===== src/rtl/accum_pkg.sv =====
package accum_pkg;

   // operation codes carried in the top bits of an instruction word
   localparam logic [3:0] OP_LOAD    = 4'h0;
   localparam logic [3:0] OP_STORE   = 4'h1;
   localparam logic [3:0] OP_ADD     = 4'h2;
   localparam logic [3:0] OP_SUB     = 4'h3;
   localparam logic [3:0] OP_JUMP    = 4'h4;
   localparam logic [3:0] OP_JUMP_GE = 4'h5;
   localparam logic [3:0] OP_JUMP_NZ = 4'h6;
   localparam logic [3:0] OP_STOP    = 4'h7;

   typedef enum logic [2:0] {
      ST_FETCH,
      ST_DECODE,
      ST_EXEC,
      ST_WBACK,
      ST_HALT
   } cpu_state_e;

   typedef enum logic [1:0] {
      ALU_PASS,
      ALU_ADD,
      ALU_SUB
   } alu_fn_e;

endpackage


===== src/rtl/accum_pc.sv =====
module accum_pc #(
   parameter int ADDR_W = 12,
   parameter int STEP   = 2
) (
   input  logic              clk,
   input  logic              rst_n,
   input  logic              adv,
   input  logic              load,
   input  logic [ADDR_W-1:0] target,
   output logic [ADDR_W-1:0] pc
);

   localparam logic [ADDR_W-1:0] STEP_V = ADDR_W'(STEP);

   generate
      if (STEP < 1 || STEP >= (1 << ADDR_W)) begin : g_bad_step
         $error("accum_pc: STEP out of range");
      end
   endgenerate

   always_ff @(posedge clk) begin
      if (!rst_n)
         pc <= '0;
      else if (load)
         pc <= target;
      else if (adv)
         pc <= pc + STEP_V;
   end

   // the counter moves only on an advance or a load
   p_pc_hold_r2: assert property (@(posedge clk) disable iff (!rst_n)
      (!adv && !load) |=> $stable(pc));

endmodule


===== src/rtl/accum_alu.sv =====
module accum_alu
   import accum_pkg::*;
#(
   parameter int DATA_W            = 16,
   parameter bit SUB_BY_COMPLEMENT = 1'b1
) (
   input  alu_fn_e           fn,
   input  logic [DATA_W-1:0] acc,
   input  logic [DATA_W-1:0] opnd,
   output logic [DATA_W-1:0] y
);

   localparam logic [DATA_W-1:0] ONE = DATA_W'(1);

   logic [DATA_W-1:0] sum;
   logic [DATA_W-1:0] diff;

   assign sum = acc + opnd;

   generate
      if (SUB_BY_COMPLEMENT) begin : g_sub_cpl
         assign diff = acc + ~opnd + ONE;
      end else begin : g_sub_direct
         assign diff = acc - opnd;
      end
   endgenerate

   always_comb begin
      case (fn)
         ALU_ADD: y = sum;
         ALU_SUB: y = diff;
         default: y = opnd;
      endcase
   end

   // a difference plus the subtrahend gives back the minuend
   always_comb begin
      if (fn == ALU_SUB)
         p_sub_inverse_r4: assert (DATA_W'(y + opnd) == acc);
   end

endmodule


===== src/rtl/accum_ctrl.sv =====
module accum_ctrl
   import accum_pkg::*;
#(
   parameter int OPC_W = 4
) (
   input  logic             clk,
   input  logic             rst_n,
   input  logic [OPC_W-1:0] ir_op,
   input  logic             acc_zero,
   input  logic             acc_neg,
   output cpu_state_e       state,
   output logic             ir_load,
   output logic             pc_adv,
   output logic             pc_load,
   output logic             acc_load,
   output alu_fn_e          alu_fn,
   output logic             sel_opnd,
   output logic             mem_re,
   output logic             mem_we,
   output logic             halted
);

   generate
      if (OPC_W < 3) begin : g_bad_opc
         $error("accum_ctrl: OPC_W must hold eight operations");
      end
   endgenerate

   localparam logic [OPC_W-1:0] C_LOAD  = OPC_W'(OP_LOAD);
   localparam logic [OPC_W-1:0] C_STORE = OPC_W'(OP_STORE);
   localparam logic [OPC_W-1:0] C_ADD   = OPC_W'(OP_ADD);
   localparam logic [OPC_W-1:0] C_SUB   = OPC_W'(OP_SUB);
   localparam logic [OPC_W-1:0] C_JMP   = OPC_W'(OP_JUMP);
   localparam logic [OPC_W-1:0] C_JGE   = OPC_W'(OP_JUMP_GE);
   localparam logic [OPC_W-1:0] C_JNZ   = OPC_W'(OP_JUMP_NZ);
   localparam logic [OPC_W-1:0] C_STOP  = OPC_W'(OP_STOP);

   cpu_state_e state_nx;
   logic       needs_read;

   assign needs_read = (ir_op == C_LOAD) || (ir_op == C_ADD) || (ir_op == C_SUB);

   always_ff @(posedge clk) begin
      if (!rst_n)
         state <= ST_FETCH;
      else
         state <= state_nx;
   end

   always_comb begin
      state_nx = state;
      ir_load  = 1'b0;
      pc_adv   = 1'b0;
      pc_load  = 1'b0;
      acc_load = 1'b0;
      alu_fn   = ALU_PASS;
      sel_opnd = 1'b0;
      mem_re   = 1'b0;
      mem_we   = 1'b0;
      case (state)
         ST_FETCH: begin
            mem_re   = 1'b1;
            state_nx = ST_DECODE;
         end
         ST_DECODE: begin
            ir_load  = 1'b1;
            pc_adv   = 1'b1;
            state_nx = ST_EXEC;
         end
         ST_EXEC: begin
            state_nx = ST_FETCH;
            if (needs_read) begin
               sel_opnd = 1'b1;
               mem_re   = 1'b1;
               state_nx = ST_WBACK;
            end else if (ir_op == C_STORE) begin
               sel_opnd = 1'b1;
               mem_we   = 1'b1;
            end else if (ir_op == C_JMP) begin
               pc_load = 1'b1;
            end else if (ir_op == C_JGE) begin
               pc_load = !acc_neg;
            end else if (ir_op == C_JNZ) begin
               pc_load = !acc_zero;
            end else if (ir_op == C_STOP) begin
               state_nx = ST_HALT;
            end
         end
         ST_WBACK: begin
            acc_load = 1'b1;
            if (ir_op == C_ADD)
               alu_fn = ALU_ADD;
            else if (ir_op == C_SUB)
               alu_fn = ALU_SUB;
            state_nx = ST_FETCH;
         end
         default: begin
            state_nx = ST_HALT;
         end
      endcase
   end

   assign halted = (state == ST_HALT);

   // a write-back cycle always follows an execute cycle
   p_wback_after_exec_r10: assert property (@(posedge clk) disable iff (!rst_n)
      (state == ST_WBACK) |-> ($past(state) == ST_EXEC));

endmodule


===== src/rtl/accum_core.sv =====
module accum_core
   import accum_pkg::*;
#(
   parameter int DATA_W            = 16,
   parameter int ADDR_W            = 12,
   parameter int OPC_W             = 4,
   parameter int PC_STEP           = 2,
   parameter bit SUB_BY_COMPLEMENT = 1'b1
) (
   input  logic              clk,
   input  logic              rst_n,
   output logic [ADDR_W-1:0] mem_addr,
   output logic              mem_re,
   output logic              mem_we,
   output logic [DATA_W-1:0] mem_wdata,
   input  logic [DATA_W-1:0] mem_rdata,
   output logic              halted
);

   localparam int INSN_W = OPC_W + ADDR_W;
   localparam logic [OPC_W-1:0] LAST_OP = OPC_W'(OP_STOP);

   generate
      if (DATA_W < INSN_W) begin : g_bad_width
         $error("accum_core: DATA_W too small for one instruction word");
      end
   endgenerate

   cpu_state_e        state;
   logic              ir_load;
   logic              pc_adv;
   logic              pc_load;
   logic              acc_load;
   alu_fn_e           alu_fn;
   logic              sel_opnd;
   logic [INSN_W-1:0] ir;
   logic [OPC_W-1:0]  ir_op;
   logic [ADDR_W-1:0] ir_opnd;
   logic [ADDR_W-1:0] pc;
   logic [DATA_W-1:0] acc;
   logic [DATA_W-1:0] alu_y;
   logic              acc_zero;
   logic              acc_neg;

   // instruction register
   always_ff @(posedge clk) begin
      if (!rst_n)
         ir <= '0;
      else if (ir_load)
         ir <= mem_rdata[INSN_W-1:0];
   end

   assign ir_op   = ir[INSN_W-1 -: OPC_W];
   assign ir_opnd = ir[ADDR_W-1:0];

   // accumulator
   always_ff @(posedge clk) begin
      if (!rst_n)
         acc <= '0;
      else if (acc_load)
         acc <= alu_y;
   end

   assign acc_zero = (acc == '0);
   assign acc_neg  = acc[DATA_W-1];

   accum_ctrl #(
      .OPC_W (OPC_W)
   ) i_ctrl (
      .clk      (clk),
      .rst_n    (rst_n),
      .ir_op    (ir_op),
      .acc_zero (acc_zero),
      .acc_neg  (acc_neg),
      .state    (state),
      .ir_load  (ir_load),
      .pc_adv   (pc_adv),
      .pc_load  (pc_load),
      .acc_load (acc_load),
      .alu_fn   (alu_fn),
      .sel_opnd (sel_opnd),
      .mem_re   (mem_re),
      .mem_we   (mem_we),
      .halted   (halted)
   );

   accum_pc #(
      .ADDR_W (ADDR_W),
      .STEP   (PC_STEP)
   ) i_pc (
      .clk    (clk),
      .rst_n  (rst_n),
      .adv    (pc_adv),
      .load   (pc_load),
      .target (ir_opnd),
      .pc     (pc)
   );

   accum_alu #(
      .DATA_W            (DATA_W),
      .SUB_BY_COMPLEMENT (SUB_BY_COMPLEMENT)
   ) i_alu (
      .fn   (alu_fn),
      .acc  (acc),
      .opnd (mem_rdata),
      .y    (alu_y)
   );

   assign mem_addr  = sel_opnd ? ir_opnd : pc;
   assign mem_wdata = acc;

   // read and write strobes are exclusive
   p_strobe_excl_r10: assert property (@(posedge clk) disable iff (!rst_n)
      !(mem_re && mem_we));

   // only a store instruction may write memory
   p_we_store_r3: assert property (@(posedge clk) disable iff (!rst_n)
      mem_we |-> (ir_op == OP_STORE[OPC_W-1:0]));

   // a load writes back exactly the word read
   p_load_wb_r3: assert property (@(posedge clk) disable iff (!rst_n)
      (state == ST_WBACK && ir_op == OP_LOAD[OPC_W-1:0]) |=> (acc == $past(mem_rdata)));

   // unconditional jump lands on the operand
   p_jump_r5: assert property (@(posedge clk) disable iff (!rst_n)
      (state == ST_EXEC && ir_op == OP_JUMP[OPC_W-1:0]) |=> (pc == $past(ir_opnd)));

   // greater-or-equal jump taken on a non-negative accumulator
   p_jge_r6: assert property (@(posedge clk) disable iff (!rst_n)
      (state == ST_EXEC && ir_op == OP_JUMP_GE[OPC_W-1:0] && !acc[DATA_W-1])
      |=> (pc == $past(ir_opnd)));

   // non-zero jump taken on a non-zero accumulator
   p_jnz_r7: assert property (@(posedge clk) disable iff (!rst_n)
      (state == ST_EXEC && ir_op == OP_JUMP_NZ[OPC_W-1:0] && acc != '0)
      |=> (pc == $past(ir_opnd)));

   // halted is sticky
   p_halt_sticky_r8: assert property (@(posedge clk) disable iff (!rst_n)
      halted |=> halted);

   // a halted core leaves memory alone
   p_halt_quiet_r8: assert property (@(posedge clk) disable iff (!rst_n)
      halted |-> (!mem_re && !mem_we));

   // an unused opcode does not touch the accumulator
   p_nop_acc_r9: assert property (@(posedge clk) disable iff (!rst_n)
      (state == ST_EXEC && ir_op > LAST_OP) |=> $stable(acc));

endmodule


===== config.mk =====
export PLATFORM = sky130hd
export DESIGN_NAME = accum_core
export DESIGN_NICKNAME = d
export VERILOG_FILES = /design/src/rtl/accum_pkg.sv /design/src/rtl/accum_pc.sv /design/src/rtl/accum_alu.sv /design/src/rtl/accum_ctrl.sv /design/src/rtl/accum_core.sv
export SDC_FILE = /design/constraint.sdc
export NUM_CORES = 1
export LEC_CHECK = 0
export BUFFER_PORTS_ARGS = -buffer_cell sky130_fd_sc_hd__buf_2
export CAP_MARGIN = 20
export CORE_MARGIN = 2
export CORE_UTILIZATION = 59
export CTS_CLUSTER_SIZE = 8
export DETAILED_ROUTE_END_ITERATION = 8
export PLACE_DENSITY = 0.78
export SETUP_SLACK_MARGIN = 0.4
export SLEW_MARGIN = 20
export SYNTH_ARGS = -nofsm -noshare
export SYNTH_HDL_FRONTEND = slang
export SYNTH_SLANG_ARGS = --single-unit

===== constraint.sdc =====
create_clock -name clk -period 3.7 [get_ports clk]
set_input_delay 0.555 -clock clk [delete_from_list [all_inputs] [get_ports clk]]
set_output_delay 0.555 -clock clk [all_outputs]
set_load 0.01 [all_outputs]

After elaboration in Yosys (flattened, before gate mapping). Cells that the tools add are included. W data, S select, Z words.

Register bits: 47. Input bits: 18. Output and inout port bits: 31. Logic and storage cells: 59.

Add/sub/neg operators: 4. Eq/ne operators: 13. Multiplexer cells: 29. Bitwise logic cells: 1. Reductions and logical operators: 8.

Operators with widths (number): $mux W12 (3); $add A16 B16 Y16 (2); $pmux W16 S2 (1); $mux W3 (6); $add A16 B1 Y16 const B (1); $eq A4 B3 Y1 const B (4); $logic_not A16 Y1 (1); $not A16 Y16 (1); $mux W1 (14); $add A12 B2 Y12 const B (1); $pmux W3 S4 (1); $eq A4 B2 Y1 const B (2); $eq A3 B2 Y1 const B (2); $mux W2 (3); $eq A4 B1 Y1 const B (1); $logic_not A4 Y1 (1); $eq A3 B1 Y1 const B (1); $eq A3 B3 Y1 const B (1); $logic_not A3 Y1 (1); $eq A2 B1 Y1 const B (1); $eq A2 B2 Y1 const B (1); $logic_not A1 Y1 (2); $logic_or A1 B1 Y1 (2); $pmux W1 S2 (1); $reduce_bool A2 Y1 (1).

Depth between registers and ports, before layout.
Depth in word-level cells: 9. Gate-level depth with buffers: 12. Mapped depth without buffers: 12.

Hierarchy. A second synthesis with hierarchy kept.

Cells, all modules: 500. Area total of the unflattened synthesis: 4151.5 sq um.

By module, submodules not included: accum_alu (times used 1, cells an instance 268, area an instance 1845.5 sq um, sequential area each 0.0 sq um); accum_core (times used 1, cells an instance 121, area an instance 1411.4 sq um, sequential area each 640.6 sq um); accum_pc (times used 1, cells an instance 78, area an instance 660.6 sq um, sequential area each 240.2 sq um); accum_ctrl (times used 1, cells an instance 33, area an instance 234.0 sq um, sequential area each 60.1 sq um).

Least setup slack after synthesis. Ideal clock, no wire load.

Path kind: input to register. Start: input port mem_rdata[12]. End: register acc[15], in the netlist mem_wdata[15]. Setup time: 0.127 ns. Arrival: 2.365 ns. Data required time: 3.573 ns. Setup slack: 1.208 ns. Cell stages on the path: 9. Path buffers: 1. Cell sequence: inv_1 > ha_1 > buf_4 > or3_2 > a311oi_1 > o22ai_2 > a2bb2oi_1 > a21oi_1 > or3_1.

Cells in the longest elaborated chain, start to end: 4. Elaborated cells between the ends (all ways): 5. Those cells by class: add/sub: 3; mux: 1; bitwise: 1.

RTL lines: from (decl) (line accum_core.sv:16) `input logic [DATA_W-1:0] mem_rdata,`; $not A16 Y16 (line accum_alu.sv:22) `assign diff = acc + ~opnd + ONE;`; $add A16 B16 Y16 (line accum_alu.sv:22); $add A16 B1 Y16 (line accum_alu.sv:22); $pmux W16 S2 (*) (line accum_alu.sv:29) `case (fn)`; to (signal assigned) (line accum_core.sv:61) `acc <= alu_y;`; to (decl) (line accum_core.sv:40) `logic [DATA_W-1:0] acc;`.

Every way passes the cells marked *; elsewhere a longest branch is shown, timed or not. A chain may end at the register's enable or synchronous reset.

Worst setup path after layout.
Start: register acc[1], in the netlist mem_wdata[1]. End: register acc[13], in the netlist mem_wdata[13].

Cells in the longest elaborated chain, start to end: 3. Elaborated cells between the ends (all ways): 4. Those cells by class: add/sub: 3; mux: 1.

RTL lines (line): $add A16 B16 Y16 (accum_alu.sv:22); $add A16 B1 Y16 (accum_alu.sv:22); $pmux W16 S2 (*) (accum_alu.sv:29).

Marked as above.

==> run summary <==
======================================================================================================
Outcome                                                                                      completed
VDD IR max                                                                                   0.2718 mV
Critical R2R Launch                                                                       mem_wdata[1]
Multi-input combinational cell area                                                           2634 um2
Global-route congestion overflow total                                                               0
Fraction of the mapped netlist area in compound gates                                           26.89%
Register share of total power                                                                    39.2%
Max clock buf depth                                                                                  2
Worst Path Arrival                                                                             2.88 ns
Category of the most critical setup path                                                    reg -> reg
Yosys Warn Count                                                                                     0
Clock transition at the register clock pins on the worst setup and hold paths after CTS        0.09 ns
Routed wire length                                                                             9894 um
Wire length of the first global-routing pass                                                  16370 um
Startpoint Class                                                                             flip-flop
Count of nets left with antenna violations after detail routing                                      0
Via count of the first global-routing pass                                                        3457
Gp weighted congestion                                                                          0.9001
Fraction of final layout cells sized beyond drive strength 1                                    17.69%
Initial antenna violation count                                                                      0
Synth Register Bits                                                                                 47
Post-CTS setup-driven buffer insertion count                                                         0
Leading area contributor after synthesis                                                  sky130_fd_sc_hd__dfxtp_1
Part of the Yosys area used for sequential elements                                             24.54%
Total count of max-transition violations in the final report                                         0
Buffer and inverter count on the worst path                                                          0
Worst min-delay path class                                                                  reg -> reg
Number of nets in the synthesized netlist                                                          538
Delay of the slowest cell on the worst path                                                    0.53 ns
Critical path launch point                                                                mem_wdata[1]
Largest family of logic cells by synthesized area                                         compound AO/OA/AOI/OAI gates
Cell types occupying the most area after synthesis                                        sky130_fd_sc_hd__dfxtp_1, sky130_fd_sc_hd__ha_1, sky130_fd_sc_hd__nand2_1
Placed wire-length estimate after detailed placement                                           7122 um
Standby leakage power                                                                         1.987 nW
Diode count                                                                                          0
CTS tree                                                                                          done
Setup slack after placement                                                                  0.7782 ns
DRT iter0 DRCs                                                                                     215
Cells on worst reg2reg path                                                                          9
Pin count of the biggest net entering global routing                                                55
Number of buffers inserted during clock tree synthesis                                               5
Deepest level of the CTS H-tree                                                                      2
Proportion of power drawn by combinational gates                                                 30.6%
Final nets                                                                                         571
Overall Global Routing Usage                                                                    27.59%
Number of synthesized flops with an enable pin                                                       0
CP delay by family, top                                                                   compound AO/OA/AOI/OAI gates
Share of synthesized registers carrying an async set or reset                                       0%
Routed vias                                                                                       3697
Layout area overhead                                                                            9.204%
CP required                                                                                    3.87 ns
Post-synthesis share of cell area spent on xor and xnor gates                                   4.341%
Post-synth top area share                                                                       24.54%
Number of port buffers                                                                              48
Overall die width                                                                             84.61 um
Die Ht                                                                                        84.61 um
Via/cell ratio                                                                                   6.193
Critical-path cell with the highest stage delay                                           sky130_fd_sc_hd__dfxtp_1
Cell area after synthesis                                                                     3834 um2
Post-synth top flop                                                                       sky130_fd_sc_hd__dfxtp_1
Fill cell total of the finished layout                                                             569
Hold buffers post-CTS                                                                                0
Count of standard-cell rows                                                                         29
Final count of negative-setup-slack endpoints                                                        0
Instance count of the mapped netlist                                                               486
Number of ports placed on the die boundary                                                          49
Setup TNS Final                                                                                   0 ns
Mux contribution to synthesized area                                                            3.786%
Adder-cell area share of the yosys netlist                                                      11.49%
Cell with the most instances on the worst path                                            sky130_fd_sc_hd__a21oi_1
First-pass iteration count of the detailed router                                                    6
Min setup slack post-route                                                                   0.9939 ns
Clock share of power                                                                             30.2%
Number of stages on the worst hold path                                                              2
FF+latch area                                                                                940.9 um2
Clock period minus worst slack                                                                2.706 ns
Worst clock skew                                                                           0.006713 ns
Final period util                                                                               73.14%
Worst reg-to-reg setup slack                                                                   0.99 ns
Highest Clock Rate                                                                           369.5 MHz
Effective utilization at floorplan                                                              60.72%
Critical path, cell by cell                                                               ha_1 -> and2b_2 -> o211ai_2 -> a221oi_2 -> a21oi_1 -> a2111oi_0 -> a31oi_1 -> xnor2_1 -> a21oi_1
Average wire per standard cell                                                                16.57 um
Critical path depth                                                                                  9
RSZ-0062 raised after global routing                                                             false
CP Capture Type                                                                              flip-flop
Clk_lat worst skew                                                                             0.30 ns
Internal power                                                                             0.0009995 W
Placeable core region                                                                         6314 um2
Mapped Avg Cell Area                                                                         7.888 um2
Num Clock Sinks                                                                                     47
Power Dens Cells                                                                          360.0 nW/um2
Slew @ Worst Pin                                                                             0.8854 ns
Fin. Hold Viols                                                                                      0
Critical Path Fanout Max                                                                             7
Max-cap violations                                                                                   0
Net switching power of the design                                                          0.0005075 W
Buffer cell driving the clock tree root                                                   sky130_fd_sc_hd__clkbuf_8
HP Start                                                                                    i_pc.pc[0]
Fraction of the mapped netlist area in simple logic gates                                       21.77%
# resized after CTS                                                                                  0
DRC violations left                                                                                  0
DIE AREA                                                                                      7159 um2
Number of unique standard cell types used by synthesis                                              70
Switching power share of the total                                                              33.68%
Relative slew slack                                                                             40.97%
======================================================================================================
[power groups by stage]
stage,Clock [W],Sequential [W],Combinational (W)
2_1_floorplan,0,0.000592,0.000347
3_3_place_gp,0,0.000598,0.000442
3_5_place_dp,0,0.000600,0.000452
4_1_cts,0.000459,0.000589,0.000456
5_1_grt,0.000480,0.000596,0.000512
6_report,0.000455,0.000590,0.000461
[state kept, by name, summed over array words and instances (netlist names)]
signal	count
i_ctrl.state	3
i_pc.pc	12
ir	16
mem_wdata	16
[cells in the mapped netlist, drive strengths merged (2+ instances only)]
library cell and number:
a2111oi 2, a211o 2, a211oi 3, a21boi 24
a21o 7, a21oi 36, a22oi 4, a31oi 4
and3 6, buf 4, clkbuf 22, dfxtp 47
fa 2, ha 32, inv 30, mux2 12
nand2 68, nand2b 3, nand3 16, nand4 2
nand4b 2, nor2 29, nor2b 8, nor3 13
nor3b 4, nor4 5, o211a 8, o211ai 11
o21ai 26, o21bai 2, o221ai 2, o311ai 2
o31ai 2, or3 6, or3b 2, xnor2 12
xor2 7
[layer usage]
metal	GRT usage (%)	share of wire (%)	vias up
met5	0	0	-
li1	-	-	1791
met1	36.01	45	1751
met2	46.46	47	134
met3	4.621	6.2	21
met4	8.802	2.2	0
[layout make-up]
type,count,share of cell area [%]
Multi-Input combinational cell,383,62.91
Sequential cell,47,22.47
Timing Repair Buffer,52,6.455
Inverter,30,2.690
Tap cell,77,2.301
Clock buffer,6,1.733
Clock inverter,2,1.435
[stage by stage]
| stage | instance area [um2] | total power, W | instances | utilization [%] | hold slack, ns |
|---|---|---|---|---|---|
| 2_1_floorplan | 3834 | 0.0009393 | 486 | - | 0.4410 |
| 3_3_place_gp | 4048 | 0.001039 | 589 | 64.11 | 0.4520 |
| 3_5_place_dp | 4048 | 0.001052 | 589 | 64.11 | 0.4766 |
| 4_1_cts | 4180 | 0.001503 | 597 | 66.21 | 0.4773 |
| 5_1_grt | 4187 | 0.001588 | 597 | 66.31 | 0.5238 |
| 6_report | 4187 | 0.001507 | 597 | 66.31 | 0.4742 |
[logic make-up after synthesis]
kind of cell,after synthesis
buffers and inverters,56
adder cells (fa/ha/maj),34
AO/OA/AOI/OAI,145
flip-flops,47
multiplexers,13
XOR/XNOR,19
AND/OR/NAND/NOR,172
[final timing paths]
check                        to
setup / recovery  mem_wdata[13]
hold / removal       i_pc.pc[0]
setup reg to reg  mem_wdata[13]
hold reg to reg      i_pc.pc[0]
[cells in the final DEF (no fill, tap or decap), types with 5 or more instances in the layout]
| master | count |
|---|---|
| sky130_fd_sc_hd__nor4_1 | 5 |
| sky130_fd_sc_hd__o211a_1 | 8 |
| sky130_fd_sc_hd__nand2_1 | 68 |
| sky130_fd_sc_hd__xor2_1 | 7 |
| sky130_fd_sc_hd__nor2b_1 | 8 |
| sky130_fd_sc_hd__nor3_1 | 12 |
| sky130_fd_sc_hd__a21o_1 | 5 |
| sky130_fd_sc_hd__o21ai_0 | 25 |
| sky130_fd_sc_hd__ha_1 | 32 |
| sky130_fd_sc_hd__clkbuf_8 | 5 |
| sky130_fd_sc_hd__a21oi_1 | 36 |
| sky130_fd_sc_hd__mux2_2 | 12 |
| sky130_fd_sc_hd__xnor2_1 | 12 |
| sky130_fd_sc_hd__nor2_1 | 29 |
| sky130_fd_sc_hd__o211ai_1 | 10 |
| sky130_fd_sc_hd__inv_1 | 29 |
| sky130_fd_sc_hd__dfxtp_1 | 47 |
| sky130_fd_sc_hd__a21boi_0 | 23 |
| sky130_fd_sc_hd__nand3_1 | 16 |
| sky130_fd_sc_hd__or3_1 | 5 |
| sky130_fd_sc_hd__buf_2 | 48 |
[worst reg2reg max path, stage by stage, from the launching register on]
cell and delay [ns]:
sky130_fd_sc_hd__dfxtp_1 0.53, sky130_fd_sc_hd__ha_1 0.30, sky130_fd_sc_hd__and2b_2 0.23, sky130_fd_sc_hd__o211ai_2 0.14, sky130_fd_sc_hd__a221oi_2 0.38, sky130_fd_sc_hd__a21oi_1 0.13, sky130_fd_sc_hd__a2111oi_0 0.51, sky130_fd_sc_hd__a31oi_1 0.12
sky130_fd_sc_hd__xnor2_1 0.16, sky130_fd_sc_hd__a21oi_1 0.08
Power figures use the tool's default switching activity.
